`config.mk`:
```
export PLATFORM = sky130hd
export DESIGN_NAME = gpx_expander
export DESIGN_NICKNAME = d
export VERILOG_FILES = /design/src/rtl/gpx_pkg.sv /design/src/rtl/gpx_line_monitor.sv /design/src/rtl/gpx_bus_fsm.sv /design/src/rtl/gpx_regs.sv /design/src/rtl/gpx_expander.sv
export SDC_FILE = /design/constraint.sdc
export NUM_CORES = 1
export LEC_CHECK = 0
export ABC_CLOCK_PERIOD_IN_PS = 3600
export BUFFER_PORTS_ARGS = -buffer_cell sky130_fd_sc_hd__buf_2
export CAP_MARGIN = 25
export CORE_AREA = 2 2 96 168
export DETAILED_ROUTE_END_ITERATION = 10
export DIE_AREA = 0 0 98 170
export PLACE_DENSITY = 0.48
export SETUP_SLACK_MARGIN = 0.05
export SLEW_MARGIN = 10
export SYNTH_ARGS = -nofsm -noshare
export SYNTH_HDL_FRONTEND = slang
export SYNTH_HIERARCHICAL = 1
export SYNTH_SLANG_ARGS = --single-unit
```
`constraint.sdc`:
```
create_clock -name clk -period 3.6 [get_ports clk]
set_input_delay 0.18 -clock clk [delete_from_list [all_inputs] [get_ports clk]]
set_output_delay 0.18 -clock clk [all_outputs]
set_load 0.01 [all_outputs]
```
`src/rtl/gpx_pkg.sv`:
```
// Shared types for the GPIO expander target.
// Assumes a byte-wide register file addressed by a 3-bit pointer.
package gpx_pkg;
    localparam int BYTE_W = 8;
    localparam int PTR_W  = 3;

    // Register selector values; the numbering is the host-visible map.
    typedef enum logic [PTR_W-1:0] {
        REG_INPUT    = 3'd0,
        REG_POLARITY = 3'd1,
        REG_PULLCTL  = 3'd2,
        REG_PULLSEL  = 3'd3,
        REG_DIR      = 3'd4,
        REG_OUTPUT   = 3'd5,
        REG_IRQMASK  = 3'd6,
        REG_IRQSTAT  = 3'd7
    } reg_idx_e;

    // Serial protocol states.
    typedef enum logic [2:0] {
        ST_IDLE,
        ST_RX,
        ST_ACK_SETUP,
        ST_ACK_HOLD,
        ST_TX,
        ST_TX_ACK
    } bus_state_e;

    // Meaning of the byte currently being received.
    typedef enum logic [1:0] {
        RX_ADDR,
        RX_CMD,
        RX_DATA
    } rx_kind_e;
endpackage

```
`src/rtl/gpx_line_monitor.sv`:
```
// Detects bus conditions on the two-wire lines.
// Assumes scl_i and sda_i are already synchronised to clk and free of glitches.
module gpx_line_monitor (
    input  logic clk,
    input  logic rst_n,
    input  logic scl_i,
    input  logic sda_i,
    output logic scl_rise_o,
    output logic scl_fall_o,
    output logic start_o,
    output logic stop_o
);
    logic scl_q;
    logic sda_q;

    // Keep the previous line levels for edge detection; idle lines read high.
    always_ff @(posedge clk) begin
        if (!rst_n) begin
            scl_q <= 1'b1;
            sda_q <= 1'b1;
        end else begin
            scl_q <= scl_i;
            sda_q <= sda_i;
        end
    end

    // Classify the current sample against the previous one.
    always_comb begin
        scl_rise_o = !scl_q && scl_i;
        scl_fall_o = scl_q && !scl_i;
        start_o    = scl_q && scl_i && sda_q && !sda_i;
        stop_o     = scl_q && scl_i && !sda_q && sda_i;
    end
endmodule

```
`src/rtl/gpx_bus_fsm.sv`:
```
// Byte-level protocol engine of the target: address match, command pointer,
// write strobes and read shifting. Assumes the event inputs from
// gpx_line_monitor. rd_data_i is sampled on the SCL fall that starts a byte.
module gpx_bus_fsm
    import gpx_pkg::*;
#(
    parameter logic [5:0] ADDR_HI      = 6'b010000,
    parameter logic [6:0] ALLCALL_ADDR = 7'h68
) (
    input  logic              clk,
    input  logic              rst_n,
    input  logic              scl_rise_i,
    input  logic              scl_fall_i,
    input  logic              start_i,
    input  logic              stop_i,
    input  logic              sda_i,
    input  logic              addr_sel_i,
    input  logic [BYTE_W-1:0] rd_data_i,
    output logic              sda_oe_o,
    output logic [PTR_W-1:0]  ptr_o,
    output logic              wr_en_o,
    output logic [BYTE_W-1:0] wr_data_o
);
    localparam int CNT_W = $clog2(BYTE_W);
    localparam logic [CNT_W-1:0] LAST_BIT = CNT_W'(BYTE_W - 1);

    bus_state_e          state;
    rx_kind_e            kind;
    logic [BYTE_W-2:0]   sr;
    logic [BYTE_W-2:0]   tx;
    logic [CNT_W-1:0]    cnt;
    logic                go_tx;
    logic [BYTE_W-1:0]   rx_byte;
    logic [6:0]          own_addr;
    logic                addr_hit;

    // Assemble the byte completing on this SCL rise and decode the address.
    always_comb begin
        rx_byte  = {sr, sda_i};
        own_addr = {ADDR_HI, addr_sel_i};
        addr_hit = (rx_byte[7:1] == own_addr) ||
                   ((rx_byte[7:1] == ALLCALL_ADDR) && !rx_byte[0]);
    end

    // Protocol sequencer; START and STOP override every state.
    always_ff @(posedge clk) begin
        if (!rst_n) begin
            state     <= ST_IDLE;
            kind      <= RX_ADDR;
            sr        <= '0;
            tx        <= '0;
            cnt       <= '0;
            go_tx     <= 1'b0;
            sda_oe_o  <= 1'b0;
            ptr_o     <= '0;
            wr_en_o   <= 1'b0;
            wr_data_o <= '0;
        end else begin
            wr_en_o <= 1'b0;
            if (start_i) begin
                state    <= ST_RX;
                kind     <= RX_ADDR;
                cnt      <= '0;
                sda_oe_o <= 1'b0;
            end else if (stop_i) begin
                state    <= ST_IDLE;
                sda_oe_o <= 1'b0;
            end else begin
                case (state)
                    ST_IDLE: ;
                    ST_RX: if (scl_rise_i) begin
                        sr  <= rx_byte[BYTE_W-2:0];
                        cnt <= cnt + CNT_W'(1);
                        if (cnt == LAST_BIT) begin
                            state <= ST_ACK_SETUP;
                            go_tx <= 1'b0;
                            case (kind)
                                RX_ADDR: begin
                                    if (addr_hit) begin
                                        go_tx <= rx_byte[0];
                                        kind  <= RX_CMD;
                                    end else begin
                                        state <= ST_IDLE;
                                    end
                                end
                                RX_CMD: begin
                                    ptr_o <= rx_byte[PTR_W-1:0];
                                    kind  <= RX_DATA;
                                end
                                default: begin
                                    wr_en_o   <= 1'b1;
                                    wr_data_o <= rx_byte;
                                end
                            endcase
                        end
                    end
                    ST_ACK_SETUP: if (scl_fall_i) begin
                        sda_oe_o <= 1'b1;
                        state    <= ST_ACK_HOLD;
                    end
                    ST_ACK_HOLD: if (scl_fall_i) begin
                        cnt <= '0;
                        if (go_tx) begin
                            tx       <= rd_data_i[BYTE_W-2:0];
                            sda_oe_o <= !rd_data_i[BYTE_W-1];
                            state    <= ST_TX;
                        end else begin
                            sda_oe_o <= 1'b0;
                            state    <= ST_RX;
                        end
                    end
                    ST_TX: if (scl_fall_i) begin
                        if (cnt == LAST_BIT) begin
                            sda_oe_o <= 1'b0;
                            state    <= ST_TX_ACK;
                        end else begin
                            sda_oe_o <= !tx[BYTE_W-2];
                            tx       <= {tx[BYTE_W-3:0], 1'b0};
                            cnt      <= cnt + CNT_W'(1);
                        end
                    end
                    ST_TX_ACK: if (scl_rise_i) begin
                        if (!sda_i) begin
                            go_tx <= 1'b1;
                            state <= ST_ACK_HOLD;
                        end else begin
                            state <= ST_IDLE;
                        end
                    end
                    default: state <= ST_IDLE;
                endcase
            end
        end
    end

    // a STOP frees the data line on the next clock.
    assert_release_on_stop_R11: assert property (@(posedge clk) disable iff (!rst_n)
        stop_i |=> !sda_oe_o);
    // a START frees the data line on the next clock.
    assert_release_on_start_R11: assert property (@(posedge clk) disable iff (!rst_n)
        start_i |=> !sda_oe_o);
    // SDA is pulled only inside an acknowledge slot or a read byte.
    assert_drive_window_R9: assert property (@(posedge clk) disable iff (!rst_n)
        sda_oe_o |-> (state == ST_ACK_HOLD || state == ST_TX));
    // a write strobe follows a completed byte that arrived as data.
    assert_strobe_after_byte_R1: assert property (@(posedge clk) disable iff (!rst_n)
        wr_en_o |-> (state == ST_ACK_SETUP && $past(scl_rise_i)));
endmodule

```
`src/rtl/gpx_regs.sv`:
```
// Register file and pin control for the GPIO expander.
// Assumes one write strobe per received data byte. The read mux is
// combinational on the pointer.
module gpx_regs
    import gpx_pkg::*;
#(
    parameter logic [BYTE_W-1:0] DIR_RESET  = 8'hFF,
    parameter logic [BYTE_W-1:0] MASK_RESET = 8'hFF
) (
    input  logic              clk,
    input  logic              rst_n,
    input  logic              wr_en_i,
    input  logic [PTR_W-1:0]  ptr_i,
    input  logic [BYTE_W-1:0] wr_data_i,
    input  logic [BYTE_W-1:0] pin_i,
    input  logic [BYTE_W-1:0] irq_status_i,
    output logic [BYTE_W-1:0] rd_data_o,
    output logic [BYTE_W-1:0] pin_oe_o,
    output logic [BYTE_W-1:0] pin_out_o,
    output logic [BYTE_W-1:0] pull_en_o,
    output logic [BYTE_W-1:0] pull_up_o,
    output logic              hold_en_o,
    output logic [BYTE_W-1:0] irq_mask_o
);
    logic [BYTE_W-1:0] pol_q, ctl_q, sel_q, dir_q, out_q, mask_q;
    logic              pull_on;

    // Writable registers; writes to the input and status registers are dropped.
    always_ff @(posedge clk) begin
        if (!rst_n) begin
            pol_q  <= '0;
            ctl_q  <= '0;
            sel_q  <= '0;
            dir_q  <= DIR_RESET;
            out_q  <= '0;
            mask_q <= MASK_RESET;
        end else if (wr_en_i) begin
            case (reg_idx_e'(ptr_i))
                REG_POLARITY: pol_q  <= wr_data_i;
                REG_PULLCTL:  ctl_q  <= wr_data_i;
                REG_PULLSEL:  sel_q  <= wr_data_i;
                REG_DIR:      dir_q  <= wr_data_i;
                REG_OUTPUT:   out_q  <= wr_data_i;
                REG_IRQMASK:  mask_q <= wr_data_i;
                default: ;
            endcase
        end
    end

    // Read mux; the input register applies the polarity inversion.
    always_comb begin
        case (reg_idx_e'(ptr_i))
            REG_INPUT:    rd_data_o = pin_i ^ pol_q;
            REG_POLARITY: rd_data_o = pol_q;
            REG_PULLCTL:  rd_data_o = ctl_q;
            REG_PULLSEL:  rd_data_o = sel_q;
            REG_DIR:      rd_data_o = dir_q;
            REG_OUTPUT:   rd_data_o = out_q;
            REG_IRQMASK:  rd_data_o = mask_q;
            default:      rd_data_o = irq_status_i;
        endcase
    end

    // Bank-wide hold/pull decode: hold wins over the pull resistors.
    always_comb begin
        hold_en_o  = ctl_q[0];
        pull_on    = ctl_q[1] && !ctl_q[0];
        irq_mask_o = mask_q;
    end

    // Per-pin drive and pull controls.
    for (genvar g = 0; g < BYTE_W; g++) begin : g_pin
        assign pin_oe_o[g]  = !dir_q[g];
        assign pin_out_o[g] = out_q[g] && !dir_q[g];
        assign pull_en_o[g] = pull_on;
        assign pull_up_o[g] = pull_on && sel_q[g];
    end

    // a direction write turns into output enables on the next clock.
    assert_dir_write_R3: assert property (@(posedge clk) disable iff (!rst_n)
        (wr_en_i && reg_idx_e'(ptr_i) == REG_DIR) |=> (pin_oe_o == ~$past(wr_data_i)));
    // an output write reaches only the enabled pins.
    assert_out_write_R5: assert property (@(posedge clk) disable iff (!rst_n)
        (wr_en_i && reg_idx_e'(ptr_i) == REG_OUTPUT) |=> (pin_out_o == ($past(wr_data_i) & pin_oe_o)));
    // enabling hold switches every pull resistor off.
    assert_hold_wins_R6: assert property (@(posedge clk) disable iff (!rst_n)
        (wr_en_i && reg_idx_e'(ptr_i) == REG_PULLCTL && wr_data_i[0]) |=> (hold_en_o && pull_en_o == '0));
    // writes to read-only registers leave every control output unchanged.
    assert_ro_write_R8: assert property (@(posedge clk) disable iff (!rst_n)
        (wr_en_i && (reg_idx_e'(ptr_i) == REG_INPUT || reg_idx_e'(ptr_i) == REG_IRQSTAT))
        |=> ($stable(pin_oe_o) && $stable(pin_out_o) && $stable(pull_en_o) &&
             $stable(pull_up_o) && $stable(hold_en_o) && $stable(irq_mask_o)));
endmodule

```
`src/rtl/gpx_expander.sv`:
```
// Top of the two-wire GPIO expander target: line monitor, protocol engine
// and register file. Assumes synchronised, deglitched SCL/SDA inputs and
// an external open-drain pad driven by sda_oe_o.
module gpx_expander
    import gpx_pkg::*;
#(
    parameter logic [5:0] ADDR_HI      = 6'b010000,
    parameter logic [6:0] ALLCALL_ADDR = 7'h68
) (
    input  logic       clk,
    input  logic       rst_n,
    input  logic       scl_i,
    input  logic       sda_i,
    output logic       sda_oe_o,
    input  logic       addr_sel_i,
    input  logic [7:0] pin_i,
    input  logic [7:0] irq_status_i,
    output logic [7:0] pin_oe_o,
    output logic [7:0] pin_out_o,
    output logic [7:0] pull_en_o,
    output logic [7:0] pull_up_o,
    output logic       hold_en_o,
    output logic [7:0] irq_mask_o
);
    logic              scl_rise, scl_fall, start_det, stop_det;
    logic              wr_en;
    logic [PTR_W-1:0]  ptr;
    logic [BYTE_W-1:0] wr_data;
    logic [BYTE_W-1:0] rd_data;

    gpx_line_monitor u_mon (
        .clk        (clk),
        .rst_n      (rst_n),
        .scl_i      (scl_i),
        .sda_i      (sda_i),
        .scl_rise_o (scl_rise),
        .scl_fall_o (scl_fall),
        .start_o    (start_det),
        .stop_o     (stop_det)
    );

    gpx_bus_fsm #(
        .ADDR_HI      (ADDR_HI),
        .ALLCALL_ADDR (ALLCALL_ADDR)
    ) u_fsm (
        .clk        (clk),
        .rst_n      (rst_n),
        .scl_rise_i (scl_rise),
        .scl_fall_i (scl_fall),
        .start_i    (start_det),
        .stop_i     (stop_det),
        .sda_i      (sda_i),
        .addr_sel_i (addr_sel_i),
        .rd_data_i  (rd_data),
        .sda_oe_o   (sda_oe_o),
        .ptr_o      (ptr),
        .wr_en_o    (wr_en),
        .wr_data_o  (wr_data)
    );

    gpx_regs u_regs (
        .clk          (clk),
        .rst_n        (rst_n),
        .wr_en_i      (wr_en),
        .ptr_i        (ptr),
        .wr_data_i    (wr_data),
        .pin_i        (pin_i),
        .irq_status_i (irq_status_i),
        .rd_data_o    (rd_data),
        .pin_oe_o     (pin_oe_o),
        .pin_out_o    (pin_out_o),
        .pull_en_o    (pull_en_o),
        .pull_up_o    (pull_up_o),
        .hold_en_o    (hold_en_o),
        .irq_mask_o   (irq_mask_o)
    );
endmodule

```
==> metrics, run 1 <==
Synth Cell Area=4500 µm²; status=finished, final reports clean; worst slew pin tran=879 ps; share of the synthesized area in the top cell type=0.382; Root Buffer=clkbuf_16; Seq/Total Area, Yosys=0.382; Post-Syn Nets=565; Synth area leader=dfxtp_1; critical path type=flip-flop to flip-flop; Critical Path End Type=flip-flop; cell-internal power=1.53 mW; crit path from=u_fsm/state[1]; GRT Util Overall=0.156; Async SR Flop Fraction=0; Mapped Cells=542; slew margin rel.=0.413; #FFs+latches synth=86; DRT Pass-1 Iters=4; leakage=2.00 nW; Reg clk slew, reported paths=60 ps; Hold Vio Cnt, Final=0; Fillers=1635; RSZ-0062 raised after global routing=false; Reg power frac=0.486; largest net degree at the start of global routing=45; setup TNS=0 ps; syn avg cell area=8.31 µm²; Final Power=1.97 mW; clock latency on the worst-skew pair=350 ps; Setup Skew=14.7 ps; FF-to-FF setup slack=1240 ps; CP max stage cell=dfxtp_1; cts hold-fix bufs=0; crit path DAT=2610 ps; starting density of the core=0.295; logic gate share of total power=0.037; clock share of power=0.477; grt total ovfl=0; die area=16700 µm²; # Max-Cap Violations=0; synth warn=6; Pins Over Slew Limit=0; routed wire length=12.8 mm; residual DRC count=0; DIE HEIGHT=170 µm; Routed WL per cell=16.6 µm; CP endpoint=u_fsm/tx[1]; PwrDens=383 nW/µm²; Req. time, crit path=3850 ps; Via Count=3876; layout net count=601; hpwl dp=9.42 mm; Synth area leaders=dfxtp_1 (38%), nand2_1 (10%), mux2i_1 (5.1%); CTS Buf Count=9; CTS tree=built; H-tree depth=3; area delta synth->final=14.1%; Critical Path Fanout Max=18; most frequent cells in the layout=nand2_1 (123), dfxtp_1 (86), buf_2 (62); fmax=0.424 GHz; worst reg2reg startpoint=u_fsm/state[1]; R2R Path End=u_fsm/tx[1]; Buf+Inv Stages, Crit Path=0; final worst-path cycle share=0.655; worst min path class=primary input to flip-flop; Resized Gates After CTS=0; Peak supply drop=0.224 mV; cell count along the critical path=5; CTS max path bufs=2; Netlist cell types=57; EDFF count, synth=0; # IOs=63; Antenna Cells=0; ys flop type=dfxtp_1; clock sink total=86; share of layout cells above drive strength 1=0.173; post-route ant nets=0; cell family with most CP delay=simple AND/OR/NAND/NOR gates; Switch Pwr=0.441 mW; core area=15200 µm²; Die W=98 µm; worst path cell trace=or3b_1 -> o22ai_4 -> nor4_4 -> nor2_1 -> a311oi_2; final setup fails=0; GP Congestion=0.860; initial antenna violation count=0; Switching Fraction=0.224; vias in the first global route=3676; final worst path period need=2360 ps; Starting DRT DRC Count=162; Register-to-Register Path Depth=5; setup repair bufs after CTS=0; CP peak stage delay=700 ps; Startpoint Class=flip-flop; Site Rows=60; Port-buffer cells=62; commonest non-fill, non-tap cell in the layout=nand2_1; first-pass GRT wire length=20.1 mm; DR vias/cell=5.04
==> synth_stat cells, drive strengths merged, types with 2 or more instances <==
master and instances:
nand2 123, dfxtp 86, nor2b 33, a21boi 32
nor2 30, buf 25, mux2i 23, o21ai 20
nand3 19, clkbuf 16, nand2b 16, inv 13
a21oi 12, o211ai 11, a311oi 8, and2 8
nor3 8, xnor2 8, nand3b 7, mux4 6
o22ai 4, a211oi 3, or3 3, a221o 2
a31oi 2, a32o 2, and4b 2, ha 2
nand4 2
==> state kept, by name, summed over array words and instances, names as in the netlist <==
name	count
u_fsm/wr_data_o	8
u_regs/ctl_q	8
u_regs/dir_q	8
u_regs/irq_mask_o	8
u_regs/out_q	8
u_regs/pol_q	8
u_regs/sel_q	8
u_fsm/sr	7
u_fsm/tx	7
u_fsm/cnt	3
u_fsm/ptr_o	3
u_fsm/state	3
u_fsm/kind	2
u_fsm/go_tx	1
u_fsm/sda_oe_o	1
u_fsm/wr_en_o	1
u_mon/scl_q	1
u_mon/sda_q	1
==> cell type report <==
cell class	count	area, µm²	area share
multi-input combinational	402	2490	0.485
sequential	86	1720	0.335
tap	186	233	0.0453
inverter	13	48.8	0.00950
clock buffer	10	229	0.0446
clock inverter	6	71.3	0.0139
timing repair buffer	66	340	0.0662
==> how the worst min path moves through the flow <==
stage,from,endpoint,cells past startpoint
final,scl_i,u_mon/scl_q,2
after global routing,scl_i,u_mon/scl_q,2
after global placement,scl_i,u_mon/scl_q,2
after floorplan,rst_n,u_mon/scl_q,1
after CTS,scl_i,u_mon/scl_q,2
after detailed placement,scl_i,u_mon/scl_q,2
==> per-layer routing <==
layer	up-vias	wire length, µm	track usage
li1	1918	-	-
met1	1858	4900	0.170
met2	82	7000	0.289
met3	18	467	0.0279
met4	0	428	0.0761
met5	-	0	0
==> kinds of logic (layout without fill, tap and decap cells) <==
| logic type | count (synthesis) | in the layout | share of synthesized area |
|---|---|---|---|
| AO/OA/AOI/OAI | 103 | 103 | 0.166 |
| XOR/XNOR | 8 | 8 | 0.0156 |
| adder cells (fa/ha/maj) | 2 | 2 | 0.00556 |
| buffers and inverters | 54 | 95 | 0.0636 |
| flip-flops | 86 | 86 | 0.382 |
| multiplexers | 29 | 29 | 0.0812 |
| AND/OR/NAND/NOR | 260 | 260 | 0.285 |
==> power groups by stage <==
stage / clock network [mW] / logic, mW / registers, mW
detailed placement: 0 / 0.0735 / 0.979
global route: 1.02 / 0.0802 / 0.957
global placement: 0 / 0.0733 / 0.979
floorplan: 0 / 0.0478 / 0.977
CTS: 0.974 / 0.0740 / 0.957
finish: 0.938 / 0.0724 / 0.957
==> through the flow <==
step,instances,hold slack (ps),worst slack [ps],utilization,area (µm²)
after detailed placement,753,427,1230,0.317,4840
after CTS,769,71.1,1230,0.337,5140
after floorplan,542,253,1760,-,4500
final,769,89.4,1240,0.337,5140
after global routing,769,83.9,1000,0.337,5140
after global placement,753,416,1330,0.317,4840
Power figures use the tool's default switching activity.
==> run 2, diff against run 1 <==
--- a/config.mk
+++ b/config.mk
@@ -5,7 +5,7 @@
 export SDC_FILE = /design/constraint.sdc
 export NUM_CORES = 1
 export LEC_CHECK = 0
-export ABC_CLOCK_PERIOD_IN_PS = 3600
+export ABC_CLOCK_PERIOD_IN_PS = 2300
 export BUFFER_PORTS_ARGS = -buffer_cell sky130_fd_sc_hd__buf_2
 export CAP_MARGIN = 25
 export CORE_AREA = 2 2 96 168
==> constraint.sdc (replaced) <==
create_clock -name clk -period 2.3 [get_ports clk]
set_input_delay 0.115 -clock clk [delete_from_list [all_inputs] [get_ports clk]]
set_output_delay 0.115 -clock clk [all_outputs]
set_load 0.01 [all_outputs]
==> run 2 against run 1 <==
Effect of this change:
- combinational power up 62%
- first-iteration DRC count is 12% lower
- die area is the same
- clock power grew 61%
- via count up 0.75%
- global-route usage rose by 0.26 points
- register-to-register slack worse by 980 ps
- hold slack got worse by 78 ps
- largest cell class unchanged
- largest power group is now clock
==> metrics, run 2 (synthesis results as in run 1) <==
status=finished, final reports clean; Hold Vio Cnt, Final=0 (unchanged); GP Congestion=0.817 (-5.0%); Critical Path End Type=flip-flop; routed wire length=12.9 mm (+1.1%); Multi-input gate area=2500 µm² (+0.20%); CTS tree=built; residual DRC count=0 (unchanged); grt total ovfl=0 (unchanged); crit path DAT=2280 ps (-330 ps); clock sink total=86 (unchanged); Routed WL per cell=16.6 µm (-0.35%); cts hold-fix bufs=0 (unchanged); layout net count=612 (+1.8%); final setup fails=0 (unchanged); H-tree depth=3 (unchanged); placed standard-cell area=4930 µm² (+2.0%); Seq. cell area=1720 µm² (unchanged); CTS Buf Count=9 (unchanged); worst min path class=primary input to flip-flop; # Max-Cap Violations=0 (unchanged); Startpoint Class=flip-flop; share of layout cells above drive strength 1=0.192 (+0.0187); worst slew pin tran=663 ps (-216 ps); FF-to-FF setup slack=270 ps (-980 ps); setup TNS=0 ps (unchanged); hpwl dp=9.78 mm (+3.9%); Antenna Cells=0 (unchanged); design area=5240 µm² (+2.0%); fmax=0.492 GHz (+16%); commonest non-fill, non-tap cell in the layout=nand2_1; area delta synth->final=16.5%; final worst path period need=2030 ps (-323 ps); Critical Path Fanout Max=24 (+6); Starting DRT DRC Count=143 (-12%); Setup Skew=12.6 ps (-2.07 ps); most frequent cells in the layout=nand2_1 (123), dfxtp_1 (86), buf_2 (62); GRT Util Overall=0.159 (+0.00262); CTS max path bufs=2 (unchanged); Pins Over Slew Limit=0 (unchanged); Port-buffer cells=62 (unchanged); largest net degree at the start of global routing=51 (+13%); DR vias/cell=5.01 (-0.67%); vias in the first global route=3854 (+4.8%); Via Count=3905 (+0.75%); slew margin rel.=0.557 (+0.144); Site Rows=60 (unchanged); Reg clk slew, reported paths=70 ps (about the same); Peak supply drop=0.425 mV (+90%); Root Buffer=clkbuf_16; final worst-path cycle share=0.884 (+0.230); clock latency on the worst-skew pair=350 ps (about the same); Fillers=1626 (-0.55%); core area=15200 µm² (unchanged); DIE HEIGHT=170 µm (unchanged); first-pass GRT wire length=20.7 mm (+3.3%); # IOs=63 (unchanged); post-route ant nets=0 (unchanged); die area=16700 µm² (unchanged); starting density of the core=0.295 (unchanged); Req. time, crit path=2540 ps (-1310 ps); critical path type=flip-flop to flip-flop; leakage=2.07 nW (+3.6%); RSZ-0062 raised after global routing=false; DRT Pass-1 Iters=4 (unchanged); initial antenna violation count=0 (unchanged); Die W=98 µm (unchanged); PwrDens=596 nW/µm² (+56%)
[run 2: repair_timing]
item	CTS	global route
buffers inserted	0	0
setup endpoints to repair	0	8
gates resized for setup	0	1
[run 2: final timing paths]
path                                         to  depth (start not counted)             from
worst min register to register  u_regs/pol_q[7]                          2  u_regs/pol_q[7]
worst min-delay path                u_mon/scl_q                          2            scl_i
worst max register to register      u_fsm/tx[5]                          7   u_fsm/ptr_o[0]
worst max-delay path                u_fsm/tx[5]                          7   u_fsm/ptr_o[0]
[run 2: through the flow]
stage / hold WS, ps / utilization / cells / setup slack [ps] / total power, mW
6_report: 11.4 / 0.344 / 780 / 267 / 3.12
5_1_grt: 40.1 / 0.344 / 780 / 58.9 / 3.24
4_1_cts: 5.54 / 0.344 / 780 / 136 / 3.17
3_5_place_dp: 362 / 0.324 / 764 / 151 / 1.65
3_3_place_gp: 355 / 0.324 / 764 / 262 / 1.65
2_1_floorplan: 188 / - / 542 / 462 / 1.60
[run 2: area by class of cell]
cell class | count | share of cell area
repair buffers | 77 | 0.0831
inverters | 13 | 0.00931
clock buffers | 9 | 0.0430
multi-input cells | 402 | 0.477
well taps | 186 | 0.0444
clock inverters | 7 | 0.0153
flip-flops and latches | 86 | 0.328
[run 2: worst max-delay path: stages (launching register included)]
cell      delay [ps]
dfxtp_1          560
buf_4            350
a21oi_1          110
o21ai_0          180
o21ai_0          120
a21oi_1          240
nand2_1           90
a311oi_1         270
[run 2: power breakdown]
part	leakage (nW)	internal (mW)	switching (mW)	total, mW
registers	0.694	1.49	0.00631	1.50
logic	1.22	0.0492	0.0676	0.117
clock network	0.154	0.859	0.649	1.51
[run 2: routing by layer]
| layer | up-vias | part of all wire | wire, µm | track usage |
|---|---|---|---|---|
| met3 | 20 | 0.035 | 450 | 0.0226 |
| met5 | - | 0 | 0 | 0 |
| met4 | 0 | 0.031 | 400 | 0.0604 |
| li1 | 1948 | - | - | - |
| met1 | 1842 | 0.38 | 4960 | 0.167 |
| met2 | 95 | 0.55 | 7120 | 0.312 |
